$ cat config.mk
export PLATFORM = sky130hd
export DESIGN_NAME = usbh_cmdsts
export DESIGN_NICKNAME = d
export VERILOG_FILES = /design/src/rtl/usbh_cs_pkg.sv /design/src/rtl/usbh_rstseq.sv /design/src/rtl/usbh_runctl.sv /design/src/rtl/usbh_frindex.sv /design/src/rtl/usbh_cmdsts.sv
export SDC_FILE = /design/constraint.sdc
export NUM_CORES = 1
export LEC_CHECK = 0
export BUFFER_PORTS_ARGS = -buffer_cell sky130_fd_sc_hd__buf_2
export CORE_AREA = 2 2 70 72
export CTS_CLUSTER_SIZE = 30
export DETAILED_ROUTE_END_ITERATION = 8
export DIE_AREA = 0 0 72 74
export GPL_TIMING_DRIVEN = 0
export PLACE_DENSITY_LB_ADDON = 0.08
export REMOVE_ABC_BUFFERS = 1
export SLEW_MARGIN = 10
export SYNTH_ARGS = -nofsm -noshare
export SYNTH_HDL_FRONTEND = slang
export SYNTH_SLANG_ARGS = --single-unit
export TNS_END_PERCENT = 20
$ cat constraint.sdc
create_clock -name clk -period 5.35 [get_ports clk]
set_input_delay 1.07 -clock clk [delete_from_list [all_inputs] [get_ports clk]]
set_output_delay 1.07 -clock clk [all_outputs]
set_load 0.01 [all_outputs]
$ cat src/rtl/usbh_cs_pkg.sv
package usbh_cs_pkg;
  localparam int unsigned NFLAG      = 6;
  localparam logic [11:0] OFS_CMD    = 12'h140;
  localparam logic [11:0] OFS_STS    = 12'h144;
  localparam logic [11:0] OFS_FIDX   = 12'h14C;
  localparam int unsigned B_RUN      = 0;
  localparam int unsigned B_RST      = 1;
  localparam int unsigned B_FS0      = 2;
  localparam int unsigned B_FS1      = 3;
  localparam int unsigned B_PEN      = 4;
  localparam int unsigned B_FS2      = 15;
  localparam int unsigned B_HALT     = 12;
  typedef logic [2:0] fl_code_t;
endpackage

$ cat src/rtl/usbh_rstseq.sv
module usbh_rstseq #(
  parameter int unsigned CYCLES = 16
) (
  input  logic clk,
  input  logic rst_n,
  input  logic start,
  output logic active
);
  localparam int unsigned CW = $clog2(CYCLES + 1);

  logic [CW-1:0] cnt_q, cnt_d;
  logic          cnt_en;

  always_comb begin
    cnt_en = 1'b0;
    cnt_d  = cnt_q;
    if (cnt_q != '0) begin
      cnt_en = 1'b1;
      cnt_d  = cnt_q - CW'(1);
    end else if (start) begin
      cnt_en = 1'b1;
      cnt_d  = CW'(CYCLES);
    end
  end

  always_ff @(posedge clk or negedge rst_n) begin
    if (!rst_n)      cnt_q <= '0;
    else if (cnt_en) cnt_q <= cnt_d;
  end

  assign active = (cnt_q != '0);

  // once under way, a reset is not cut short
  p_no_abort_r7: assert property (@(posedge clk) disable iff (!rst_n)
    (cnt_q > CW'(1)) |=> active);
endmodule

$ cat src/rtl/usbh_runctl.sv
module usbh_runctl (
  input  logic clk,
  input  logic rst_n,
  input  logic clr,
  input  logic wr_cmd,
  input  logic wr_run,
  input  logic busy,
  output logic run,
  output logic halted
);
  logic run_d, halted_d;

  always_comb begin
    run_d = run;
    if (clr)         run_d = 1'b0;
    else if (wr_cmd) run_d = wr_run & (halted | run);
  end

  always_comb begin
    if (clr)       halted_d = 1'b1;
    else if (run)  halted_d = 1'b0;
    else if (busy) halted_d = halted;
    else           halted_d = 1'b1;
  end

  always_ff @(posedge clk or negedge rst_n) begin
    if (!rst_n) begin
      run    <= 1'b0;
      halted <= 1'b1;
    end else begin
      run    <= run_d;
      halted <= halted_d;
    end
  end

  // one cycle after run rises, halted is clear
  p_start_clears_halt_r3: assert property (@(posedge clk) disable iff (!rst_n)
    $rose(run) |=> !halted);
  // no restart while a stop is still pending
  p_no_restart_pending_r4: assert property (@(posedge clk) disable iff (!rst_n)
    (wr_cmd && !halted && !run && !clr) |=> !run);
  // halted rises only after an idle cycle with run low
  p_halt_after_idle_r5: assert property (@(posedge clk) disable iff (!rst_n)
    ($rose(halted) && !$past(clr)) |-> (!$past(busy) && !$past(run)));
endmodule

$ cat src/rtl/usbh_frindex.sv
module usbh_frindex
  import usbh_cs_pkg::*;
#(
  parameter int unsigned FIDX_W  = 14,
  parameter int unsigned LOG2MAX = 10
) (
  input  logic                 clk,
  input  logic                 rst_n,
  input  logic                 clr,
  input  logic                 tick,
  input  logic                 run,
  input  fl_code_t             code,
  output logic [FIDX_W-1:0]    idx,
  output logic [LOG2MAX+1:0]   offset
);
  logic [FIDX_W-1:0]  idx_d;
  logic               idx_en;
  logic [LOG2MAX-1:0] keep;

  always_comb begin
    idx_en = clr | (tick & run);
    idx_d  = clr ? '0 : idx + FIDX_W'(1);
  end

  always_ff @(posedge clk or negedge rst_n) begin
    if (!rst_n)      idx <= '0;
    else if (idx_en) idx <= idx_d;
  end

  for (genvar b = 0; b < LOG2MAX; b++) begin : g_keep
    assign keep[b] = ({29'd0, code} + 32'(b)) < 32'(LOG2MAX);
  end

  assign offset = {idx[LOG2MAX-1:0] & keep, 2'b00};

  // index holds without a running tick, steps by one with it
  p_idx_hold_r10: assert property (@(posedge clk) disable iff (!rst_n)
    (!clr && !(tick && run)) |=> $stable(idx));
  p_idx_step_r10: assert property (@(posedge clk) disable iff (!rst_n)
    (!clr && tick && run) |=> (idx == FIDX_W'($past(idx) + 1'b1)));
endmodule

$ cat src/rtl/usbh_cmdsts.sv
module usbh_cmdsts
  import usbh_cs_pkg::*;
#(
  parameter int unsigned ADDR_W      = 12,
  parameter int unsigned FIDX_W      = 14,
  parameter int unsigned FL_LOG2_MAX = 10,
  parameter int unsigned RST_CYC     = 16
) (
  input  logic                   clk,
  input  logic                   rst_n,
  input  logic                   reg_wr,
  input  logic [ADDR_W-1:0]      reg_addr,
  input  logic [31:0]            reg_wdata,
  output logic [31:0]            reg_rdata,
  input  logic                   cap_prog_fl,
  input  logic                   xact_busy,
  input  logic                   frame_tick,
  input  logic [NFLAG-1:0]       evt_set,
  output logic                   sched_run,
  output logic                   periodic_en,
  output logic                   soft_rst,
  output logic [FL_LOG2_MAX+1:0] fl_offset
);
  logic              wr_cmd, wr_sts, rst_start, cmd_upd, sts_upd;
  logic              halted;
  logic              pen_q, pen_d;
  fl_code_t          fs_q, fs_d;
  logic              fs_en;
  logic [NFLAG-1:0]  flag_q, flag_d;
  logic [FIDX_W-1:0] fidx;
  logic [31:0]       cmd_rd, sts_rd;

  assign wr_cmd    = reg_wr && (reg_addr == ADDR_W'(OFS_CMD));
  assign wr_sts    = reg_wr && (reg_addr == ADDR_W'(OFS_STS));
  assign rst_start = wr_cmd && reg_wdata[B_RST] && !soft_rst;
  assign cmd_upd   = wr_cmd && !reg_wdata[B_RST] && !soft_rst;
  assign sts_upd   = wr_sts && !soft_rst;

  usbh_rstseq #(.CYCLES(RST_CYC)) u_rst (
    .clk(clk), .rst_n(rst_n), .start(rst_start), .active(soft_rst)
  );

  usbh_runctl u_run (
    .clk(clk), .rst_n(rst_n), .clr(soft_rst), .wr_cmd(cmd_upd),
    .wr_run(reg_wdata[B_RUN]), .busy(xact_busy & ~soft_rst),
    .run(sched_run), .halted(halted)
  );

  usbh_frindex #(.FIDX_W(FIDX_W), .LOG2MAX(FL_LOG2_MAX)) u_fidx (
    .clk(clk), .rst_n(rst_n), .clr(soft_rst), .tick(frame_tick),
    .run(sched_run), .code(fs_q), .idx(fidx), .offset(fl_offset)
  );

  // command fields
  always_comb begin
    pen_d = pen_q;
    fs_d  = fs_q;
    fs_en = 1'b0;
    if (soft_rst) begin
      pen_d = 1'b0;
      fs_d  = '0;
      fs_en = 1'b1;
    end else if (cmd_upd) begin
      pen_d = reg_wdata[B_PEN];
      if (cap_prog_fl) begin
        fs_d  = {reg_wdata[B_FS2], reg_wdata[B_FS1], reg_wdata[B_FS0]};
        fs_en = 1'b1;
      end
    end
  end

  always_ff @(posedge clk or negedge rst_n) begin
    if (!rst_n) begin
      pen_q <= 1'b0;
      fs_q  <= '0;
    end else begin
      pen_q <= pen_d;
      if (fs_en) fs_q <= fs_d;
    end
  end

  // status flags
  for (genvar i = 0; i < NFLAG; i++) begin : g_flag
    always_comb begin
      if (soft_rst) flag_d[i] = 1'b0;
      else          flag_d[i] = (flag_q[i] & ~(sts_upd & reg_wdata[i])) | evt_set[i];
    end

    always_ff @(posedge clk or negedge rst_n) begin
      if (!rst_n) flag_q[i] <= 1'b0;
      else        flag_q[i] <= flag_d[i];
    end

    // a set pulse outside reset always leaves the flag set
    p_set_wins_r12: assert property (@(posedge clk) disable iff (!rst_n)
      (evt_set[i] && !soft_rst) |=> flag_q[i]);
  end

  assign periodic_en = pen_q;

  // read mux
  always_comb begin
    cmd_rd         = '0;
    cmd_rd[B_RUN]  = sched_run;
    cmd_rd[B_RST]  = soft_rst;
    cmd_rd[B_FS0]  = fs_q[0];
    cmd_rd[B_FS1]  = fs_q[1];
    cmd_rd[B_PEN]  = pen_q;
    cmd_rd[B_FS2]  = fs_q[2];
    sts_rd         = '0;
    sts_rd[NFLAG-1:0] = flag_q;
    sts_rd[B_HALT] = halted;
  end

  always_comb begin
    unique case (reg_addr)
      ADDR_W'(OFS_CMD):  reg_rdata = cmd_rd;
      ADDR_W'(OFS_STS):  reg_rdata = sts_rd;
      ADDR_W'(OFS_FIDX): reg_rdata = 32'(fidx);
      default:           reg_rdata = '0;
    endcase
  end

  // without the capability the size code never moves
  p_fs_locked_r9: assert property (@(posedge clk) disable iff (!rst_n)
    (!cap_prog_fl && !soft_rst) |=> (fs_q == $past(fs_q)));
  // reset clears run and periodic enable
  p_rst_clears_r6: assert property (@(posedge clk) disable iff (!rst_n)
    soft_rst |=> (!sched_run && !periodic_en));
  // running and halted are never both reported for two cycles
  p_run_not_halted_r5: assert property (@(posedge clk) disable iff (!rst_n)
    (sched_run && $past(sched_run)) |-> !halted);
endmodule

# Yosys cells after proc, flatten, opt, wreduce, memory -nomap -nowiden
# Index checks and enable logic that the tools add are counted.
[classes] reduce_logical=15 eq_ne=4 magnitude_cmp=10 n_bitwise=31 n_mux=25 add_sub_neg=11
[ops] operator="$lt 32x4->1 const B" n=9
[ops] operator="$pmux 16 s3" n=1
[ops] operator="$eq 12x9->1 const B" n=3
[ops] operator="$mux 1" n=18
[ops] operator="$add 3x3->4 const B" n=4
[ops] operator="$and 1x1->1" n=15
[ops] operator="$add 14x1->14 const B" n=1
[ops] operator="$mux 14" n=1
[ops] operator="$add 3x4->5 const B" n=2
[ops] operator="$and 10x10->10" n=1
[ops] operator="$mux 5" n=2
[ops] operator="$mux 3" n=3
[ops] operator="$add 3x2->4 const B" n=2
[ops] operator="$or 1x1->1" n=8
[ops] operator="$logic_and 1x1->1" n=7
[ops] operator="$not 1->1" n=7
[ops] operator="$reduce_bool 2->1" n=3
[ops] operator="$reduce_bool 5->1" n=1
[ops] operator="$sub 5x1->5 const B" n=1
[ops] operator="$add 3x1->4 const B" n=1
[ops] operator="$lt 3x4->1 const B" n=1
[ops] operator="$ne 3x3->1 const B" n=1
[ops] operator="$reduce_and 3->1" n=1
[ops] operator="$logic_not 1->1" n=2
[ops] operator="$reduce_and 2->1" n=1
[word_totals] in_bits=56 ff_bits=31 out_inout_bits=47 wordCells=108

# Longest topological paths before layout
# Gate-level depths: netlist of the first run.
[logic_depth] depth_word=8 depth_mapped=6 mapped_depth_nobuf=6

# By module
# Synthesis of the first run repeated with hierarchy kept, for this count alone.
[hier_totals] hier_cells=261 area_unflattened_um2=2374.8
[modules_own_cells] module="usbh_cmdsts" n_inst=1 seq_area_each_um2=250.2 cells_per_inst=120 area_per_inst_um2=1027.2
[modules_own_cells] module="usbh_frindex" n_inst=1 seq_area_each_um2=350.3 cells_per_inst=112 area_per_inst_um2=983.4
[modules_own_cells] module="usbh_rstseq" n_inst=1 seq_area_each_um2=125.1 cells_per_inst=22 area_per_inst_um2=270.3
[modules_own_cells] module="usbh_runctl" n_inst=1 seq_area_each_um2=51.3 cells_per_inst=7 area_per_inst_um2=93.8

# Least setup slack after synthesis of the first run
# No wires, ideal clock.
[synth_path] path_kind="input port to output port" start="input port reg_addr[1]" end="output port reg_rdata[15]" path_slack_ns=1.886 arrival_time_ns=2.394 cell_stages=4 required_ns=4.280 n_path_buf=1 cell_sequence="or4_4 or3_1 buf_2 nor4_2"
[synth_via] elab_chain_len=2 elab_cells_between_ends=4 cone_classes="eq/ne (3); mux (1)"
[synth_rtl] item="from (decl)" line_no="usbh_cmdsts.sv:12" rtl="input logic [ADDR_W-1:0] reg_addr,"
[synth_rtl] item="$eq 12x9->1" line_no="usbh_cmdsts.sv:116" rtl="unique case (reg_addr)"
[synth_rtl] item="$pmux 16 s3 *" line_no="usbh_cmdsts.sv:116"
[synth_rtl] item="to (decl)" line_no="usbh_cmdsts.sv:14" rtl="output logic [31:0] reg_rdata,"
# Every way passes the cells marked *; elsewhere a longest branch is shown, timed or not.

# Worst setup path after layout of the first run
[layout_path] start="input port reg_addr[1]" end="output port reg_rdata[8]"
# Same word-level chain as after synthesis.

==> results of run 1 <==
## synth_stat cells (all sizes together)
cell	instances	area [um2]
nor4b	2	17.5
dfrtp	30	751
ha	12	150
nor3	8	40.0
nand2	7	26.3
nor2	30	113
a221oi	1	8.76
or4b	1	10.0
a21oi	11	55.1
nand3	14	70.1
or2	1	6.26
nand4	3	18.8
conb	1	3.75
xor2	4	35.0
or4bb	2	26.3
nor2b	3	18.8
a31oi	12	75.1
buf	26	178
o21ai	12	60.1
nor4	7	80.1
nor3b	1	7.51
and3	3	18.8
a21o	2	15.0
or3	3	18.8
clkbuf	4	15.0
mux2i	11	110
a211oi	1	7.51
or4	1	11.3
o21a	2	15.0
dfstp	1	26.3
xnor2	8	70.1
inv	21	78.8
and2	9	56.3
and4	1	8.76
nor4bb	1	10.0
a22oi	1	7.51
## cells in the final DEF, fill, tap and decap left out, drive strengths merged, types with 2 or more instances in the layout
cell,n
or3,3
nor4,7
nor2b,3
xnor2,8
nor2,30
nand4,3
a21oi,11
xor2,4
nand3,14
or4bb,2
conb,19
mux2i,11
o21a,2
and2,9
and3,3
ha,12
nor3,8
dfrtp,30
a31oi,12
inv,21
a21o,2
clkbuf,6
buf,58
nor4b,2
o21ai,12
nand2,7
## critical path: cells and delay by family
| kind | cells | cell delay, ns |
|---|---|---|
| and+or+nand+nor | 4 | 1.38 |
| buffers and inverters | 2 | 0.22 |
## worst min path at each step
stage	startpoint	endpoint	slack, ns	cells after the start
CTS	u_rst.cnt_q[3]	u_rst.cnt_q[3]	0.47	1
finish	u_rst.cnt_q[3]	u_rst.cnt_q[3]	0.47	1
global placement	u_rst.cnt_q[3]	u_rst.cnt_q[3]	0.46	1
detailed placement	u_rst.cnt_q[3]	u_rst.cnt_q[3]	0.46	1
global route	u_rst.cnt_q[3]	u_rst.cnt_q[3]	0.49	1
floorplan	u_rst.cnt_q[3]	u_rst.cnt_q[3]	0.44	1
## layer usage
| metal | global-route usage (%) | wire length (um) | part of all wire [%] | up-vias |
|---|---|---|---|---|
| met2 | 33.2 | 2130 | 45 | 54 |
| met4 | 6.92 | 71 | 1.5 | 0 |
| met3 | 5.15 | 255 | 5.3 | 8 |
| met1 | 26.3 | 2320 | 49 | 856 |
| li1 | - | - | - | 948 |
| met5 | 0 | 0 | 0 | - |
## area by class of cell
type | count | area (um2) | share of cell area (%)
well taps | 54 | 67.6 | 2.63
clock buffers | 6 | 82.6 | 3.21
inverters | 21 | 78.8 | 3.07
flip-flops and latches | 31 | 777 | 30.2
multi-input cells | 193 | 1240 | 48.2
clock inverters | 2 | 35.0 | 1.36
repair buffers | 58 | 290 | 11.3
## flip-flops by register name (all words and copies together) (netlist names)
signal	cells
u_fidx.idx	14
periodic_en	1
fs_q	3
flag_q	6
u_rst.cnt_q	5
u_run.halted	1
u_run.run	1
## stage by stage
stage,utilization [%],cell area (um2),setup slack [ns]
floorplan,-,2090,1.92
global placement,53.3,2450,1.58
detailed placement,53.3,2450,1.58
CTS,55.9,2570,1.58
global route,55.9,2570,1.49
finish,55.9,2570,1.60
## report_power, final
| part | total [W] | internal [W] | switching, W |
|---|---|---|---|
| combinational | 0.000127 | 0.0000473 | 0.0000794 |
| clock | 0.000245 | 0.000151 | 0.0000940 |
| sequential | 0.000278 | 0.000260 | 0.0000182 |
| total | 0.000650 | 0.000458 | 0.000192 |
## cells by family after synthesis
kind of cell,after synthesis,synth area share [%]
AO/OA/AOI/OAI,42,11.0
other,1,0.169
XOR/XNOR,12,4.74
adder cells (fa/ha/maj),12,6.76
flip-flops,31,35.0
buffers and inverters,51,12.2
AND/OR/NAND/NOR,97,25.1
multiplexers,11,4.96
==> impl_metrics.tcl, run 1 <==
set metrics [dict create \
    status "complete, no violations" \
    criticalPathCategory "input pin to primary output" \
    clk_pin_slew_worst_paths_ns 0.07 \
    leakage_nw 1.23 \
    grt_pass1_vias 1717 \
    critPathRequiredTime_ns 4.28 \
    fin_nets 378 \
    tightest_slew_ns 0.710 \
    io_pins 103 \
    syn-cell-area_um2 2220 \
    layout.cells.non_filler 365 \
    slowest_delay_ns 0.59 \
    synth-seq-cells 31 \
    drtPass1Iterations 4 \
    slew-limit-headroom_pct 52.6 \
    drt_wl_total_um 4780 \
    postRouteAntennaNets 0 \
    syn-instance-count 257 \
    setup_viol 0 \
    rows 25 \
    drive_gt1_share_pct 23.5 \
    critPathMaxFanout 7 \
    dieArea_um2 5330 \
    die_y_um 74 \
    clockBufferDepth 2 \
    min_period_ns 3.75 \
    drc 0 \
    cts_tree "yes" \
    vias_per_cell 5.11 \
    r2r-end "u_run.run" \
    crit_chain "buf_2 -> or4_4 -> nor3_1 -> and3_1 -> and2_1 -> buf_2" \
    crit_start "reg_addr[1]" \
    root_buffer "clkbuf_8" \
    post-route-period-util_pct 70.0 \
    holdWs_ns 0.467 \
    power_w 0.000650 \
    dp.cells 357 \
    fmax_mhz 267 \
    rsz0062_at_grt "no" \
    worstSkewPairLatency_ns 0.29 \
    worst_path_max_delay_cell "or4_4" \
    reg2reg_from "u_rst.cnt_q[0]" \
    post_cts_resized 0 \
    grt_overflow 0 \
    grt_max_degree 32 \
    h-tree-depth 2 \
    yosysSeqAreaShare_pct 35.0 \
    rrSetupSlack_ns 3.41 \
    synth_cell_types 41 \
    cts_made_buffers 5 \
    cp-end-kind "primary output" \
    setup_tns_ns 0 \
    port_buffers 58 \
    maxSlewViolCount 0 \
    vias 1866 \
    dpl.hpwl_um 3590 \
    post_cts_buffers 0 \
    worst_hold_path_type "flop to flop" \
    fillers 449 \
    yosysWarnings 0 \
    die_x_um 72 \
    max_cap_viol_count 0 \
    grt_use_total_pct 20.2 \
    start_kind "input pin" \
    gp_congestion 0.816 \
    antenna_cells 0 \
    wl_per_cell_um 13.1 \
    power_density_nw_per_um2 253 \
    drt_iter0_drc 44 \
    hold_buffers 0 \
    syn2layout_area_growth_pct 15.8 \
    critPathCapture "reg_rdata[8]" \
    ir_drop_mv 0.232 \
    grt_pass1_wl_um 8210 \
    fin_skew_ns 0.00385 \
    cts_sinks 31 \
    syn_area_per_cell_um2 8.64 \
    antenna_found_initial 0 \
    start_util_pct 48.3 \
    coreArea_um2 4600 \
    critical_path_arrival_ns 2.68 \
    finalHoldViolations 0 \
    rr_worst_depth 5 \
    cp_common_cell "buf_2" \
]
Power figures use the tool's default switching activity.
==> run 2, diff against run 1 <==
CORE_AREA = 2 2 72 74   (was 2 2 70 72)
DIE_AREA = 0 0 74 76   (was 0 0 72 74)
clock period = 3.9 ns   (was 5.35 ns; I/O delays follow)
==> run 2 against run 1 <==
Net effect:
- core utilization is 3.7 points lower
- final cell count is 4.4% higher
- cell area is 0.24% lower
- flip-flop and latch count stayed put
- clock skew is 0.0083 ns higher
- via count is 0.54% higher
==> impl_metrics.tcl, run 2 (synthesized netlist as in run 1, its figures left out) <==
set metrics [dict create \
    cp_common_cell "buf_2" \
    worst_hold_path_type "flop to flop" \
    rr_worst_depth 5 \
    start_util_pct 45.2 \
    worstSkewPairLatency_ns 0.29 \
    cts_sinks 31 \
    criticalPathCategory "input pin to primary output" \
    grt_overflow 0 \
    r2r-end "u_run.run" \
    die_x_um 74 \
    clockBufferDepth 2 \
    drc 0 \
    slew-limit-headroom_pct 52.2 \
    setup_tns_ns 0 \
    max_cap_viol_count 0 \
    post_cts_buffers 0 \
    vias 1876 \
    final_common_cell "buf_2" \
    critPathMaxFanout 7 \
    h-tree-depth 2 \
    dieArea_um2 5620 \
    crit_start "reg_addr[1]" \
    p_int_w 0.000564 \
    top_register "u_fidx.idx" \
    critPathRequiredTime_ns 3.12 \
    reg2reg_from "u_rst.cnt_q[0]" \
    largest_reg_flops 14 \
    rsz0062_at_grt "no" \
    critPathCapture "reg_rdata[6]" \
    p_seq_share_pct 46.5 \
    cp-end-kind "primary output" \
    pwr-share-comb_pct 21.2 \
    dpl.hpwl_um 3670 \
    coreArea_um2 4910 \
    antenna_cells 0 \
    start_kind "input pin" \
    die_y_um 76 \
    syn2layout_area_growth_pct 15.5 \
    drt_wl_total_um 4880 \
    status "complete, no violations" \
    power_switching_w 0.000256 \
    tightest_slew_ns 0.717 \
    drtPass1Iterations 4 \
    hold_buffers 0 \
    grt_use_total_pct 18.9 \
    fin_nets 378 \
    p_clk_share_pct 32.3 \
    clk_pin_slew_worst_paths_ns 0.06 \
    wl_per_cell_um 12.8 \
    leakage_nw 1.22 \
    postRouteAntennaNets 0 \
    p_sw_share_pct 31.2 \
    grt_max_degree 32 \
    crit_chain "buf_2 -> or4_4 -> nor3_1 -> and3_1 -> and2_1 -> buf_2" \
    finalHoldViolations 0 \
    cts_tree "yes" \
    min_period_ns 3.17 \
    ir_drop_mv 0.281 \
    fin_skew_ns 0.0122 \
    post_cts_resized 0 \
    drive_gt1_share_pct 23.2 \
    post-route-period-util_pct 81.2 \
    critical_path_arrival_ns 2.39 \
    slowest_delay_ns 0.58 \
    port_buffers 58 \
    vias_per_cell 4.92 \
    maxSlewViolCount 0 \
    hp-start "u_rst.cnt_q[3]" \
    reg.largest.list "u_fidx.idx (14), flag_q (6), u_rst.cnt_q (5)" \
    grt_pass1_wl_um 8340 \
    mostFrequentLayoutCells "buf_2, nor2_1, dfrtp_1" \
    drt_iter0_drc 82 \
    rows 26 \
    gp_congestion 0.798 \
    root_buffer "clkbuf_8" \
    grt_pass1_vias 1753 \
    io_pins 103 \
    setup_viol 0 \
    holdWs_ns 0.471 \
    worst_path_max_delay_cell "or4_4" \
    power_density_nw_per_um2 320 \
    fmax_mhz 316 \
    cts_made_buffers 5 \
    rrSetupSlack_ns 1.98 \
    antenna_found_initial 0 \
]
-- run 2: critical path: cells and delay by family --
family | cells | cell delay (ns)
and+or+nand+nor | 4 | 1.38
buffers and inverters | 2 | 0.23
-- run 2: worst min path at each step --
stage	endpoint	slack (ns)	cells past startpoint
3_5_place_dp	u_rst.cnt_q[3]	0.46	1
3_3_place_gp	u_rst.cnt_q[3]	0.46	1
6_report	u_rst.cnt_q[3]	0.47	1
4_1_cts	u_rst.cnt_q[3]	0.47	1
2_1_floorplan	u_rst.cnt_q[3]	0.44	1
5_1_grt	u_rst.cnt_q[3]	0.50	1
-- run 2: final cells by class --
class	count	area, um2
Clock buffer	7	86.3
Clock inverter	1	5.00
Fill cell	483	2350
Inverter	21	78.8
Multi-Input combinational cell	193	1240
Sequential cell	31	777
Tap cell	70	87.6
Timing Repair Buffer	58	290
-- run 2: metal layers --
| layer | GRT usage [%] | vias up | share of wire (%) |
|---|---|---|---|
| met5 | 0 | - | 0 |
| met4 | 5.09 | 0 | 1.0 |
| met3 | 5.16 | 5 | 4.7 |
| met2 | 29.8 | 50 | 47 |
| met1 | 25.3 | 866 | 47 |
| li1 | - | 955 | - |
-- run 2: power groups by stage --
stage	Clock (W)	Combinational, W	Sequential, W
after floorplan	0	0.000117	0.000382
after global placement	0	0.000170	0.000388
after detailed placement	0	0.000175	0.000387
after CTS	0.000274	0.000176	0.000381
after global routing	0.000287	0.000202	0.000386
final	0.000265	0.000174	0.000381
-- run 2: per-stage QoR --
step / utilization, % / worst slack [ns] / total power, W / instance area [um2] / instances
2_1_floorplan: - / 1.05 / 0.000498 / 2090 / 245
3_3_place_gp: 50.3 / 0.699 / 0.000558 / 2470 / 373
3_5_place_dp: 50.3 / 0.688 / 0.000562 / 2470 / 373
4_1_cts: 52.2 / 0.683 / 0.000831 / 2560 / 381
5_1_grt: 52.2 / 0.544 / 0.000875 / 2560 / 381
6_report: 52.2 / 0.734 / 0.000820 / 2560 / 381
